===== config.mk =====
export PLATFORM = sky130hd
export DESIGN_NAME = subpel_argmin_tree
export DESIGN_NICKNAME = d
export VERILOG_FILES = /design/src/rtl/argmin_pkg.sv /design/src/rtl/argmin_node.sv /design/src/rtl/argmin_level.sv /design/src/rtl/subpel_argmin_tree.sv
export SDC_FILE = /design/constraint.sdc
export NUM_CORES = 1
export LEC_CHECK = 0
export BUFFER_PORTS_ARGS = -buffer_cell sky130_fd_sc_hd__buf_2
export CORE_UTILIZATION = 51
export DETAILED_ROUTE_END_ITERATION = 8
export PLACE_DENSITY = 0.72
export SLEW_MARGIN = 20
export SYNTH_ARGS = -nofsm -noshare
export SYNTH_HDL_FRONTEND = slang
export SYNTH_SLANG_ARGS = --single-unit

===== constraint.sdc =====
create_clock -name clk -period 2.9 [get_ports clk]
set_input_delay 0.725 -clock clk [delete_from_list [all_inputs] [get_ports clk]]
set_output_delay 0.725 -clock clk [all_outputs]
set_load 0.005 [all_outputs]

===== src/rtl/argmin_pkg.sv =====
package argmin_pkg;

    // number of entries at tree level l for n leaves
    function automatic int lvl_size(input int n, input int l);
        int s;
        s = n;
        for (int j = 0; j < l; j++) s = (s + 1) / 2;
        return s;
    endfunction

    // number of comparator levels to reduce n entries to one
    function automatic int num_lvls(input int n);
        int s;
        int c;
        s = n;
        c = 0;
        while (s > 1) begin
            s = (s + 1) / 2;
            c++;
        end
        return c;
    endfunction

    // entry offset of level l inside the concatenated level chain
    function automatic int lvl_off(input int n, input int l);
        int o;
        o = 0;
        for (int j = 0; j < l; j++) o += lvl_size(n, j);
        return o;
    endfunction

endpackage


===== src/rtl/argmin_node.sv =====
module argmin_node #(
    parameter int COST_W = 16,
    parameter int CRD_W  = 4
) (
    input  logic [COST_W+2*CRD_W-1:0] lo_ent,
    input  logic [COST_W+2*CRD_W-1:0] hi_ent,
    output logic [COST_W+2*CRD_W-1:0] win_ent
);
    localparam int EW = COST_W + 2 * CRD_W;

    logic [COST_W-1:0] lo_cost;
    logic [COST_W-1:0] hi_cost;
    logic              take_hi;

    assign lo_cost = lo_ent[EW-1 -: COST_W];
    assign hi_cost = hi_ent[EW-1 -: COST_W];

    // strict compare: equal costs keep the lower-indexed operand
    assign take_hi = hi_cost < lo_cost;

    // cost and both offsets share one select
    assign win_ent = take_hi ? hi_ent : lo_ent;
endmodule


===== src/rtl/argmin_level.sv =====
module argmin_level #(
    parameter int IN_N   = 9,
    parameter int COST_W = 16,
    parameter int CRD_W  = 4
) (
    input  logic                              clk,
    input  logic                              rst_n,
    input  logic                              vld_i,
    input  logic [IN_N*(COST_W+2*CRD_W)-1:0]  ent_i,
    output logic                              vld_o,
    output logic [((IN_N+1)/2)*(COST_W+2*CRD_W)-1:0] ent_o
);
    localparam int EW    = COST_W + 2 * CRD_W;
    localparam int OUT_N = (IN_N + 1) / 2;
    localparam int NPAIR = IN_N / 2;
    localparam bit ODD   = (IN_N % 2) == 1;

    typedef struct packed {
        logic                  vld;
        logic [OUT_N*EW-1:0]   ent;
    } lvl_st_t;

    lvl_st_t st_d, st_q;
    logic [OUT_N*EW-1:0] pick;

    for (genvar j = 0; j < NPAIR; j++) begin : g_pair
        argmin_node #(.COST_W(COST_W), .CRD_W(CRD_W)) u_node (
            .lo_ent (ent_i[(2*j)*EW +: EW]),
            .hi_ent (ent_i[(2*j+1)*EW +: EW]),
            .win_ent(pick[j*EW +: EW])
        );

        // survivor is no larger than either operand
        assert_pair_min_R2: assert property (@(posedge clk) disable iff (!rst_n)
            vld_i |=> (ent_o[j*EW+EW-1 -: COST_W] <= $past(ent_i[(2*j)*EW+EW-1 -: COST_W]))
                   && (ent_o[j*EW+EW-1 -: COST_W] <= $past(ent_i[(2*j+1)*EW+EW-1 -: COST_W])));

        // on equal costs the lower operand's tag survives
        assert_tie_low_R4: assert property (@(posedge clk) disable iff (!rst_n)
            (vld_i && ent_i[(2*j)*EW+EW-1 -: COST_W] == ent_i[(2*j+1)*EW+EW-1 -: COST_W])
            |=> ent_o[j*EW +: EW] == $past(ent_i[(2*j)*EW +: EW]));
    end

    if (ODD) begin : g_odd
        assign pick[NPAIR*EW +: EW] = ent_i[(IN_N-1)*EW +: EW];

        // unpaired entry crosses the level untouched
        assert_odd_pass_R9: assert property (@(posedge clk) disable iff (!rst_n)
            vld_i |=> ent_o[NPAIR*EW +: EW] == $past(ent_i[(IN_N-1)*EW +: EW]));
    end

    always_comb begin
        st_d     = st_q;
        st_d.vld = vld_i;
        if (vld_i) st_d.ent = pick;
    end

    always_ff @(posedge clk or negedge rst_n) begin
        if (!rst_n) st_q <= '0;
        else        st_q <= st_d;
    end

    assign vld_o = st_q.vld;
    assign ent_o = st_q.ent;
endmodule


===== src/rtl/subpel_argmin_tree.sv =====
module subpel_argmin_tree
    import argmin_pkg::*;
#(
    parameter int K      = 2,
    parameter int COST_W = 16,
    parameter int CRD_W  = 4
) (
    input  logic                                  clk,
    input  logic                                  rst_n,
    input  logic                                  in_valid,
    input  logic [(2*K-1)*(2*K-1)*COST_W-1:0]     cand_cost,
    output logic                                  out_valid,
    output logic [COST_W-1:0]                     best_cost,
    output logic [CRD_W-1:0]                      best_dx,
    output logic [CRD_W-1:0]                      best_dy
);
    localparam int SIDE  = 2 * K - 1;
    localparam int NCAND = SIDE * SIDE;
    localparam int EW    = COST_W + 2 * CRD_W;
    localparam int LAT   = num_lvls(NCAND);
    localparam int TOT   = lvl_off(NCAND, LAT + 1);
    localparam int FOFF  = lvl_off(NCAND, LAT);

    logic [TOT*EW-1:0] chain;
    logic [LAT:0]      vchain;

    assign vchain[0] = in_valid;

    // tag each slot with its grid offset around the integer vector
    for (genvar i = 0; i < NCAND; i++) begin : g_tag
        localparam int DX = (i % SIDE) - (K - 1);
        localparam int DY = (i / SIDE) - (K - 1);
        assign chain[i*EW +: EW] = {cand_cost[i*COST_W +: COST_W],
                                    CRD_W'(DX), CRD_W'(DY)};
    end

    for (genvar l = 0; l < LAT; l++) begin : g_lvl
        localparam int IN_N = lvl_size(NCAND, l);
        localparam int OUT_N = lvl_size(NCAND, l + 1);
        localparam int IOFF = lvl_off(NCAND, l);
        localparam int OOFF = lvl_off(NCAND, l + 1);
        argmin_level #(.IN_N(IN_N), .COST_W(COST_W), .CRD_W(CRD_W)) u_lvl (
            .clk  (clk),
            .rst_n(rst_n),
            .vld_i(vchain[l]),
            .ent_i(chain[IOFF*EW +: IN_N*EW]),
            .vld_o(vchain[l+1]),
            .ent_o(chain[OOFF*EW +: OUT_N*EW])
        );
    end

    assign out_valid = vchain[LAT];
    assign best_cost = chain[FOFF*EW + EW - 1 -: COST_W];
    assign best_dx   = chain[FOFF*EW + CRD_W +: CRD_W];
    assign best_dy   = chain[FOFF*EW +: CRD_W];

    // cycles since reset, saturating, so latency checks never reach before reset
    logic [7:0] warm_d, warm_q;
    always_comb begin
        warm_d = warm_q;
        if (warm_q < 8'(LAT)) warm_d = warm_q + 8'd1;
    end
    always_ff @(posedge clk or negedge rst_n) begin
        if (!rst_n) warm_q <= '0;
        else        warm_q <= warm_d;
    end

    // valid emerges exactly LAT cycles after entry
    assert_latency_R5: assert property (@(posedge clk) disable iff (!rst_n)
        (warm_q >= 8'(LAT)) |-> (out_valid == $past(in_valid, LAT)));

    // reported offsets stay inside the candidate window
    assert_coord_range_R3: assert property (@(posedge clk) disable iff (!rst_n)
        out_valid |-> ($signed(best_dx) >= -(K-1)) && ($signed(best_dx) <= (K-1))
                   && ($signed(best_dy) >= -(K-1)) && ($signed(best_dy) <= (K-1)));

    // idle cycles leave the result untouched
    assert_hold_R8: assert property (@(posedge clk) disable iff (!rst_n)
        (!out_valid && warm_q >= 8'(LAT)) |-> $stable(best_cost));
endmodule


* Word level (Yosys, flattened, before mapping)
Index checks and enable logic that the tools add are counted.
Storage, ports and cells: bits in registers 250, output and inout port bits 25, bits of input ports 147, logic and storage cells 24
Operators by class: multiplexer cells 8, magnitude comparators 8
Operators with widths (number):
- $mux W24 | 8
- $lt A16 B16 Y1 | 8

* Logic depth before layout (Yosys ltp)
Gate-level depths: netlist (run 1).
depth after elaboration 2, mapped depth 8, gate-level depth less buffers 7

* By module
Synthesis (run 1) repeated with hierarchy kept, for this count alone.
Second synthesis, totals: cells, all modules 1187, area, all modules 16756.1 um^2
Modules (own cells, without submodules):
- argmin_node | area an instance 784.5 um^2, instances 8, seq. area each 0.0 um^2, cells each 78
- argmin_level at g_lvl[0].u_lvl | area an instance 4513.1 um^2, instances 1, seq. area each 3027.9 um^2, cells each 254
- argmin_level at g_lvl[1].u_lvl | area an instance 3051.7 um^2, instances 1, seq. area each 1826.8 um^2, cells each 153
- argmin_level at g_lvl[2].u_lvl | area an instance 1885.6 um^2, instances 1, seq. area each 1226.2 um^2, cells each 102
- argmin_level at g_lvl[3].u_lvl | area an instance 1022.2 um^2, instances 1, seq. area each 625.6 um^2, cells each 52
- subpel_argmin_tree | area an instance 7.5 um^2, instances 1, seq. area each 0.0 um^2, cells each 2

* Worst setup path before layout (run 1)
Ideal clock, no wire load.
kind in2reg, from in cand_cost[41], to reg g_lvl[0].u_lvl.st_q, in the netlist g_lvl[0].u_lvl.ent_o[40], cell stages on the path 8, data required time 2.773 ns, path slack 0.311 ns, library setup time 0.127 ns, path buffers 1, arrival 2.461 ns, cell sequence inv_1 ha_1 a21o_1 a221o_1 a211oi_2 o211ai_2 buf_6 mux2_1
On the way: longest elaborated chain between the ends 2
RTL lines:
- start, declared | RTL line subpel_argmin_tree.sv:11 | input logic [(2*K-1)*(2*K-1)*COST_W-1:0] cand_cost,
- $lt A16 B16 Y1 | RTL line argmin_node.sv:19 | assign take_hi = hi_cost < lo_cost;
- $mux W24 | RTL line argmin_node.sv:22 | assign win_ent = take_hi ? hi_ent : lo_ent;
- end signal, assigned | RTL line argmin_level.sv:60 | else st_q <= st_d;
- end, declared | RTL line argmin_level.sv:23 | lvl_st_t st_d, st_q;
No other way between the ends. A chain may end at the register's enable or synchronous reset.

* Final worst setup path (run 1)
from reg g_lvl[0].u_lvl.st_q, in the netlist g_lvl[0].u_lvl.ent_o[95], to reg g_lvl[1].u_lvl.st_q, in the netlist g_lvl[1].u_lvl.ent_o[37]
On the way: longest elaborated chain between the ends 2
RTL lines (RTL line):
- $lt A16 B16 Y1 | argmin_node.sv:19
- $mux W24 | argmin_node.sv:22
- end signal, assigned | argmin_level.sv:60
- end, declared | argmin_level.sv:23
No other way between the ends.

==> flow_summary.yaml, run 1 <==
place:
  dpl_worst_slack_ns: 0.02796
  io_buffers: 171
  gp_routability_congestion: 0.8812
  detailed_place_hpwl_um: 22870
  total_cell_area_at_the_placement_stage_um2: 13300
critical_path:
  crit_family: "simple AND/OR/NAND/NOR gates"
  critical_path_required_ns: 3.31
  cpPeakStageDelay_ns: 0.47
  cp_cell_sequence: "ha_1 -> nand4_1 -> nor3_1 -> a311o_1 -> buf_4 -> o21ai_1 -> a21oi_1"
  crit_path_end_kind: "flop"
  cpMaxStageDelayCell: "sky130_fd_sc_hd__nor3_1"
  reg2reg_depth: 7
  worstPathMaxFanout: 10
  critPathKind: "flop to flop"
  signal_arrival_time_at_the_worst_endpoint_ns: 2.85
  reg2reg_from: "g_lvl[0].u_lvl.ent_o[95]"
  worst-r2r-setup-slack_ns: 0.46
  worst_r2r_endpoint: "g_lvl[1].u_lvl.ent_o[37]"
  critical_path_depth: 7
  critical_path.n_buffers_inverters: 1
  start_kind: "flop"
sta:
  pin_slew_with_the_least_headroom_to_its_limit_ns: 0.9713
  final-hold-violation-count: 0
  clock-skew-final_ns: 0.01078
  period_needed_ns: 2.439
  grt_setup_unrepaired: "no"
  final_critical_path_setup_slack_ns: 0.4614
  finalMaxSlewViolations: 0
  timing.fmax_mhz: 410.1
  max_slew_margin: 0.3525
  finalSetupTns_ns: 0
  final-setup-viol-count: 0
  fraction_of_the_cycle_the_final_worst_path_needs: 0.8409
synth:
  synth.top_cell.area_share: 0.4108
  synth_area_per_cell_um2: 9.621
  yosys_warnings: 0
  synth-seq-cells: 202
  yosysSeqAreaShare: 0.4108
  synthCells: 1279
  synth_top_cell_by_area: "sky130_fd_sc_hd__dfrtp_1"
  synthDistinctLibCells: 47
  syn_area_um2: 12310
  synthTopCellsByArea: "sky130_fd_sc_hd__dfrtp_1 (41%), sky130_fd_sc_hd__ha_1 (12%), sky130_fd_sc_hd__a31oi_1 (6.2%)"
  syn-num-nets: 1546
final_layout:
  synthToLayoutAreaGrowth_pct: 14.15
  design.final.nets: 1681
  fraction_of_final_layout_cells_with_drive_strength_greater_than_1: 0.2183
  finalInstanceArea_um2: 14050
  antenna_cells_inserted: 0
routing:
  route.vias.total: 10130
  first_iter_violations: 771
  post_drt_via_cell_ratio: 5.795
  drc: 0
  average_routed_wire_per_standard_cell_um: 17.16
  ant_nets: 0
  drt-pass1-iter-count: 8
  detail_route.wirelength_um: 30000
global_routing:
  grt_pass1_wl_um: 50110
  grt_max_degree: 81
  grt_overflow_total: 0
  antenna_found_initial: 0
  grt_pass1_vias: 9851
  globalRouteTotalUtil: 0.2515
floorplanning:
  floorplan.io_pins: 172
  core_um2: 23540
  rows: 56
  start_util: 0.5227
  design.die.area_um2: 24750
  die_extent_in_y_um: 157.3
  die_w_um: 157.3
clock_network:
  cts.root.buffer_cell: "sky130_fd_sc_hd__clkbuf_16"
  tritoncts.num_buffers: 23
  clockBufferDepth: 3
  cts_setup_buffers: 0
  cts.hold.buffers_added: 0
  clock_tree_from_tritoncts: "done"
  insertion_delay_ns: 0.50
  ctsHtreeMaxLevel: 1
  cts-resized-gates: 0
  clk_slew_on_worst_s_h_paths_ns: 0.06
  tritoncts_num_sinks: 202
power:
  cellLeakagePower_nw: 6.611
  power.ir.vdd_worst_uv: 357.8
  pwr_density_cell_nw_per_um2: 718.2
status:
  status: "completed"
worst_hold_path:
  worst_hold_path_class: "input pin to async pin"
job:
  max_cap_viol_count: 0
[stage by stage]
stage / power (mW) / utilization / hold WS (ns) / std cells
floorplan: 6.319 / - / 0.3519 / 1279
global placement: 7.099 / 0.5647 / 0.4566 / 1708
detailed placement: 7.238 / 0.5647 / 0.4678 / 1708
CTS: 10.10 / 0.5967 / 0.2100 / 1748
global route: 10.78 / 0.5967 / 0.2300 / 1748
finish: 10.09 / 0.5967 / 0.1987 / 1748
[final cells by class]
class / count / area, um^2
Tap cell: 319 / 399.1
Inverter: 149 / 559.3
Multi-Input combinational cell: 840 / 6177
Clock inverter: 6 / 55.05
Fill cell: 2128 / 9495
Timing Repair Buffer: 198 / 1105
Clock buffer: 34 / 696.9
Sequential cell: 202 / 5055
[synth_stat cells, drive strengths merged]
library cell and number:
a311oi 7, nor2b 1, o211ai 1, nor4 8, buf 45, a21oi 106, o221ai 2, a2111o 8
nor3 9, clkinv 2, a211oi 8, dfrtp 202, nand4 23, nand3 7, nand2b 8, ha 120
nand2 24, inv 147, a31oi 121, o21ai 144, o2bb2ai 4, dlygate4sd3 1, and4 1, a21o 2
a22oi 60, a221o 8, a311o 7, o21a 1, mux2 66, a221oi 7, or2 1, clkbuf 42
nor2 85, and2 1
[placed cells by master, fill, tap and decap left out, drive strengths merged, types with 7 or more instances in the layout]
cell    instances
a2111o          8
a211oi          8
a21oi         106
a221o           8
a221oi          7
a22oi          60
a311o           7
a311oi          7
a31oi         121
buf           197
clkbuf         35
clkinv          7
dfrtp         202
ha            120
inv           147
mux2           66
nand2          24
nand2b          8
nand3           7
nand4          23
nor2           85
nor3            9
nor4            8
o21ai         144
[worst max path at each step]
stage	from	endpoint	slack (ns)
final	g_lvl[0].u_lvl.ent_o[95]	g_lvl[1].u_lvl.ent_o[37]	0.46
after global routing	cand_cost[69]	g_lvl[0].u_lvl.ent_o[62]	0.28
after CTS	g_lvl[0].u_lvl.ent_o[95]	g_lvl[1].u_lvl.ent_o[37]	0.51
after detailed placement	cand_cost[65]	g_lvl[0].u_lvl.ent_o[62]	0.03
after global placement	cand_cost[65]	g_lvl[0].u_lvl.ent_o[57]	0.04
after floorplan	cand_cost[41]	g_lvl[0].u_lvl.ent_o[40]	0.31
[worst reg2reg max path: stages (launching register included)]
cell and delay [ns]:
sky130_fd_sc_hd__dfrtp_1 0.43, sky130_fd_sc_hd__ha_1 0.36, sky130_fd_sc_hd__nand4_1 0.20, sky130_fd_sc_hd__nor3_1 0.47, sky130_fd_sc_hd__a311o_1 0.38, sky130_fd_sc_hd__buf_4 0.22
sky130_fd_sc_hd__o21ai_1 0.10, sky130_fd_sc_hd__a21oi_1 0.18
[sequential cells by signal, summed over array words and instances (netlist names)]
signal             count
g_lvl.u_lvl.vld_o      4
g_lvl.u_lvl.ent_o    198
[logic make-up (layout without fill, tap and decap cells)]
family | after synthesis | count (layout) | share of synthesized area
AO/OA/AOI/OAI | 486 | 486 | 0.2540
adder cells (fa/ha/maj) | 120 | 120 | 0.1220
buffers and inverters | 237 | 387 | 0.08724
flip-flops | 202 | 202 | 0.4108
multiplexers | 66 | 66 | 0.06040
AND/OR/NAND/NOR | 168 | 168 | 0.06558
[power breakdown]
part | total (mW) | switching [mW] | internal, mW
logic | 3.21 | 1.88 | 1.33
clock network | 2.84 | 1.10 | 1.74
registers | 4.03 | 0.538 | 3.49
[layer usage]
metal  vias up  GRT usage  wire [um]
met5         -          0          0
met4         0    0.06056        626
met3        40    0.03276       1575
met2       322     0.3957      13440
met1      4797     0.3659      14360
li1       4971          -          -
(Power assumes the default switching activity.)
==> run 2: changes to the inputs <==
--- a/config.mk
+++ b/config.mk
@@ -5,6 +5,7 @@
 export SDC_FILE = /design/constraint.sdc
 export NUM_CORES = 1
 export LEC_CHECK = 0
+export ABC_AREA = 1
 export BUFFER_PORTS_ARGS = -buffer_cell sky130_fd_sc_hd__buf_2
 export CORE_UTILIZATION = 51
 export DETAILED_ROUTE_END_ITERATION = 8
==> constraint.sdc (replaced) <==
create_clock -name clk -period 2.45 [get_ports clk]
set_input_delay 0.6125 -clock clk [delete_from_list [all_inputs] [get_ports clk]]
set_output_delay 0.6125 -clock clk [all_outputs]
set_load 0.005 [all_outputs]
==> flow_summary.yaml, run 2 <==
final_layout:
  mostFrequentLayoutCell: "sky130_fd_sc_hd__nand2_1"
  finalInstanceArea_um2: 14540
  finish.utilization: 0.5927
  fraction_of_final_layout_cells_with_drive_strength_greater_than_1: 0.1529
  design.final.nets: 2069
  number_of_flip_flops_under_the_largest_register_name: 198
  regMostFlops: "g_lvl.u_lvl.ent_o"
  antenna_cells_inserted: 0
  synthToLayoutAreaGrowth_pct: 12.68
  layout_common_cells: "sky130_fd_sc_hd__nand2_1 (611), sky130_fd_sc_hd__dfrtp_1 (202), sky130_fd_sc_hd__inv_1 (192), sky130_fd_sc_hd__nand3_1 (181), sky130_fd_sc_hd__buf_2 (169)"
  nFillCells: 2281
job:
  max_cap_viol_count: 0
floorplanning:
  core_um2: 24530
  die_w_um: 161.1
  start_util: 0.5260
  floorplan.io_pins: 172
  design.die.area_um2: 25940
  rows: 57
  die_extent_in_y_um: 161.1
critical_path:
  signal_arrival_time_at_the_worst_endpoint_ns: 2.42
  critical_path_required_ns: 2.84
  cpMaxStageDelayCell: "sky130_fd_sc_hd__dfrtp_1"
  cp_cell_sequence: "ha_1 -> nand2_1 -> inv_1 -> nand3_1 -> nor3_1 -> nand2_2 -> nand2_2 -> nand2_1 -> nand3_1 -> nand2_1"
  cpPeakStageDelay_ns: 0.43
  crit_top_cell: "sky130_fd_sc_hd__nand2_1"
  critPathKind: "flop to flop"
  crit_family: "simple AND/OR/NAND/NOR gates"
  start_kind: "flop"
  crit_path_end_kind: "flop"
  worstPathMaxFanout: 19
  worst-r2r-setup-slack_ns: 0.43
  critical_path.n_buffers_inverters: 1
clock_network:
  cts_setup_buffers: 0
  tritoncts_num_sinks: 202
  clk_slew_on_worst_s_h_paths_ns: 0.06
  insertion_delay_ns: 0.51
  ctsHtreeMaxLevel: 1
  cts.hold.buffers_added: 0
  cts.root.buffer_cell: "sky130_fd_sc_hd__clkbuf_16"
  tritoncts.num_buffers: 23
  clockBufferDepth: 3
  clock_tree_from_tritoncts: "done"
  cts-resized-gates: 0
synth:
  synthTopCellsByArea: "sky130_fd_sc_hd__dfrtp_1 (39%), sky130_fd_sc_hd__nand2_1 (18%), sky130_fd_sc_hd__ha_1 (12%)"
  synthDistinctLibCells: 27
  fraction_of_registers_with_async_set_reset: 1.000
  synth.top_cells.by_count: "sky130_fd_sc_hd__nand2_1 (611), sky130_fd_sc_hd__dfrtp_1 (202), sky130_fd_sc_hd__inv_1 (192)"
  yosysSeqAreaShare: 0.3917
  syn-num-nets: 1948
  dominantRegCellSynth: "sky130_fd_sc_hd__dfrtp_1"
  synth.top_cell.area_share: 0.3917
  syn_area_um2: 12900
  synth_top_cell_by_area: "sky130_fd_sc_hd__dfrtp_1"
  synthCells: 1681
  synth-seq-cells: 202
  synth.most_common_cell: "sky130_fd_sc_hd__nand2_1"
  yosys_warnings: 0
  synth_enable_flop_cells: 0
  synth_area_per_cell_um2: 7.677
power:
  cell_internal_pwr_mw: 7.830
  clockPowerShare: 0.278
  comb_power_share: 0.343
  power.sequential.fraction: 0.379
  pwr_density_cell_nw_per_um2: 839.9
  cellLeakagePower_nw: 8.213
  swShare: 0.3589
  netSwitchingPower_mw: 4.384
  power.ir.vdd_worst_uv: 538.4
routing:
  drt-pass1-iter-count: 7
  detailroute.wirelength.met3_um: 1099
  first_iter_violations: 636
  detail_route.wirelength_um: 28960
  highest_layer: "met4"
  route.layer.met1.wl_um: 13650
  route.vias.total: 11080
  post_drt_via_cell_ratio: 5.175
  ant_nets: 0
  average_routed_wire_per_standard_cell_um: 13.52
  wl_met2_um: 13620
  drc: 0
sta:
  final_critical_path_setup_slack_ns: 0.4259
  final-hold-violation-count: 0
  timing.fmax_mhz: 494.1
  clock-skew-final_ns: 0.01701
  pin_slew_with_the_least_headroom_to_its_limit_ns: 0.7550
  fraction_of_the_cycle_the_final_worst_path_needs: 0.8261
  period_needed_ns: 2.024
  max_slew_margin: 0.4967
  finalSetupTns_ns: 0
  final.hold.worst_slack_ns: 0.04422
  final-setup-viol-count: 0
  grt_setup_unrepaired: "no"
  finalMaxSlewViolations: 0
global_routing:
  antenna_found_initial: 0
  grt_pass1_vias: 10910
  globalRouteTotalUtil: 0.2295
  grt_pass1_wl_um: 49970
  grt_overflow_total: 0
  grt_max_degree: 83
place:
  io_buffers: 171
  detailed_place_hpwl_um: 21770
  total_cell_area_at_the_placement_stage_um2: 13780
  gp_routability_congestion: 0.8639
  dpl_worst_slack_ns: 0.1923
status:
  status: "completed"
worst_hold_path:
  worst_hold_path_class: "input pin to async pin"
[run 2: worst reg2reg max path, stage by stage, from the launching register on]
cell and delay (ns):
sky130_fd_sc_hd__dfrtp_1 0.43, sky130_fd_sc_hd__ha_1 0.32, sky130_fd_sc_hd__nand2_1 0.06, sky130_fd_sc_hd__inv_1 0.05, sky130_fd_sc_hd__nand3_1 0.07, sky130_fd_sc_hd__nor3_1 0.23
sky130_fd_sc_hd__nand2_2 0.14, sky130_fd_sc_hd__nand2_2 0.30, sky130_fd_sc_hd__nand2_1 0.10, sky130_fd_sc_hd__nand3_1 0.13, sky130_fd_sc_hd__nand2_1 0.07
[run 2: path summary, 6_finish.rpt]
check | cells after the start | end | from
max | 10 | g_lvl[2].u_lvl.ent_o[19] | g_lvl[1].u_lvl.ent_o[47]
min | 1 | g_lvl[3].u_lvl.ent_o[3] | rst_n
max reg2reg | 10 | g_lvl[2].u_lvl.ent_o[19] | g_lvl[1].u_lvl.ent_o[47]
min reg2reg | 2 | g_lvl[1].u_lvl.ent_o[58] | g_lvl[0].u_lvl.ent_o[106]
max in group asynchronous | 2 | g_lvl[0].u_lvl.ent_o[83] | rst_n
min in group clk | 3 | g_lvl[0].u_lvl.ent_o[111] | cand_cost[135]
[run 2: cells by family (layout without fill, tap and decap cells)]
| kind of cell | count (synthesis) | count (layout) | share of synthesized area |
|---|---|---|---|
| AOI/OAI and AO/OA | 101 | 101 | 0.04557 |
| adders and majority gates | 120 | 120 | 0.1163 |
| buffers and inverters | 295 | 432 | 0.1057 |
| and+or+nand+nor | 963 | 963 | 0.3407 |
| DFF | 202 | 202 | 0.3917 |
[run 2: final cells by class]
class,instances,area [um^2],area share
flip-flops and latches,202,5055,0.3476
repair buffers,193,1095,0.07529
clock inverters,8,93.84,0.006453
inverters,198,743.2,0.05111
clock buffers,33,663.1,0.04560
multi-input cells,1184,6486,0.4461
well taps,324,405.4,0.02788
[run 2: metal layers]
layer  track usage  vias to the layer above
li1              -                     5617
met1        0.3130                     5184
met2        0.3905                      241
met3       0.02209                       42
met4       0.06046                        0
met5             0                        -
[run 2: power groups by stage]
stage	sequential [mW]	combinational [mW]	clock [mW]
after floorplan	4.48	3.44	0
after global placement	4.65	4.03	0
after detailed placement	4.68	4.17	0
after CTS	4.63	4.21	3.47
after global routing	4.71	4.86	3.60
final	4.63	4.19	3.40
[run 2: per-stage QoR]
stage,instances,power [mW]
after detailed placement,2101,8.845
after global placement,2101,8.679
after CTS,2142,12.31
final,2142,12.21
after global routing,2142,13.17
after floorplan,1681,7.919
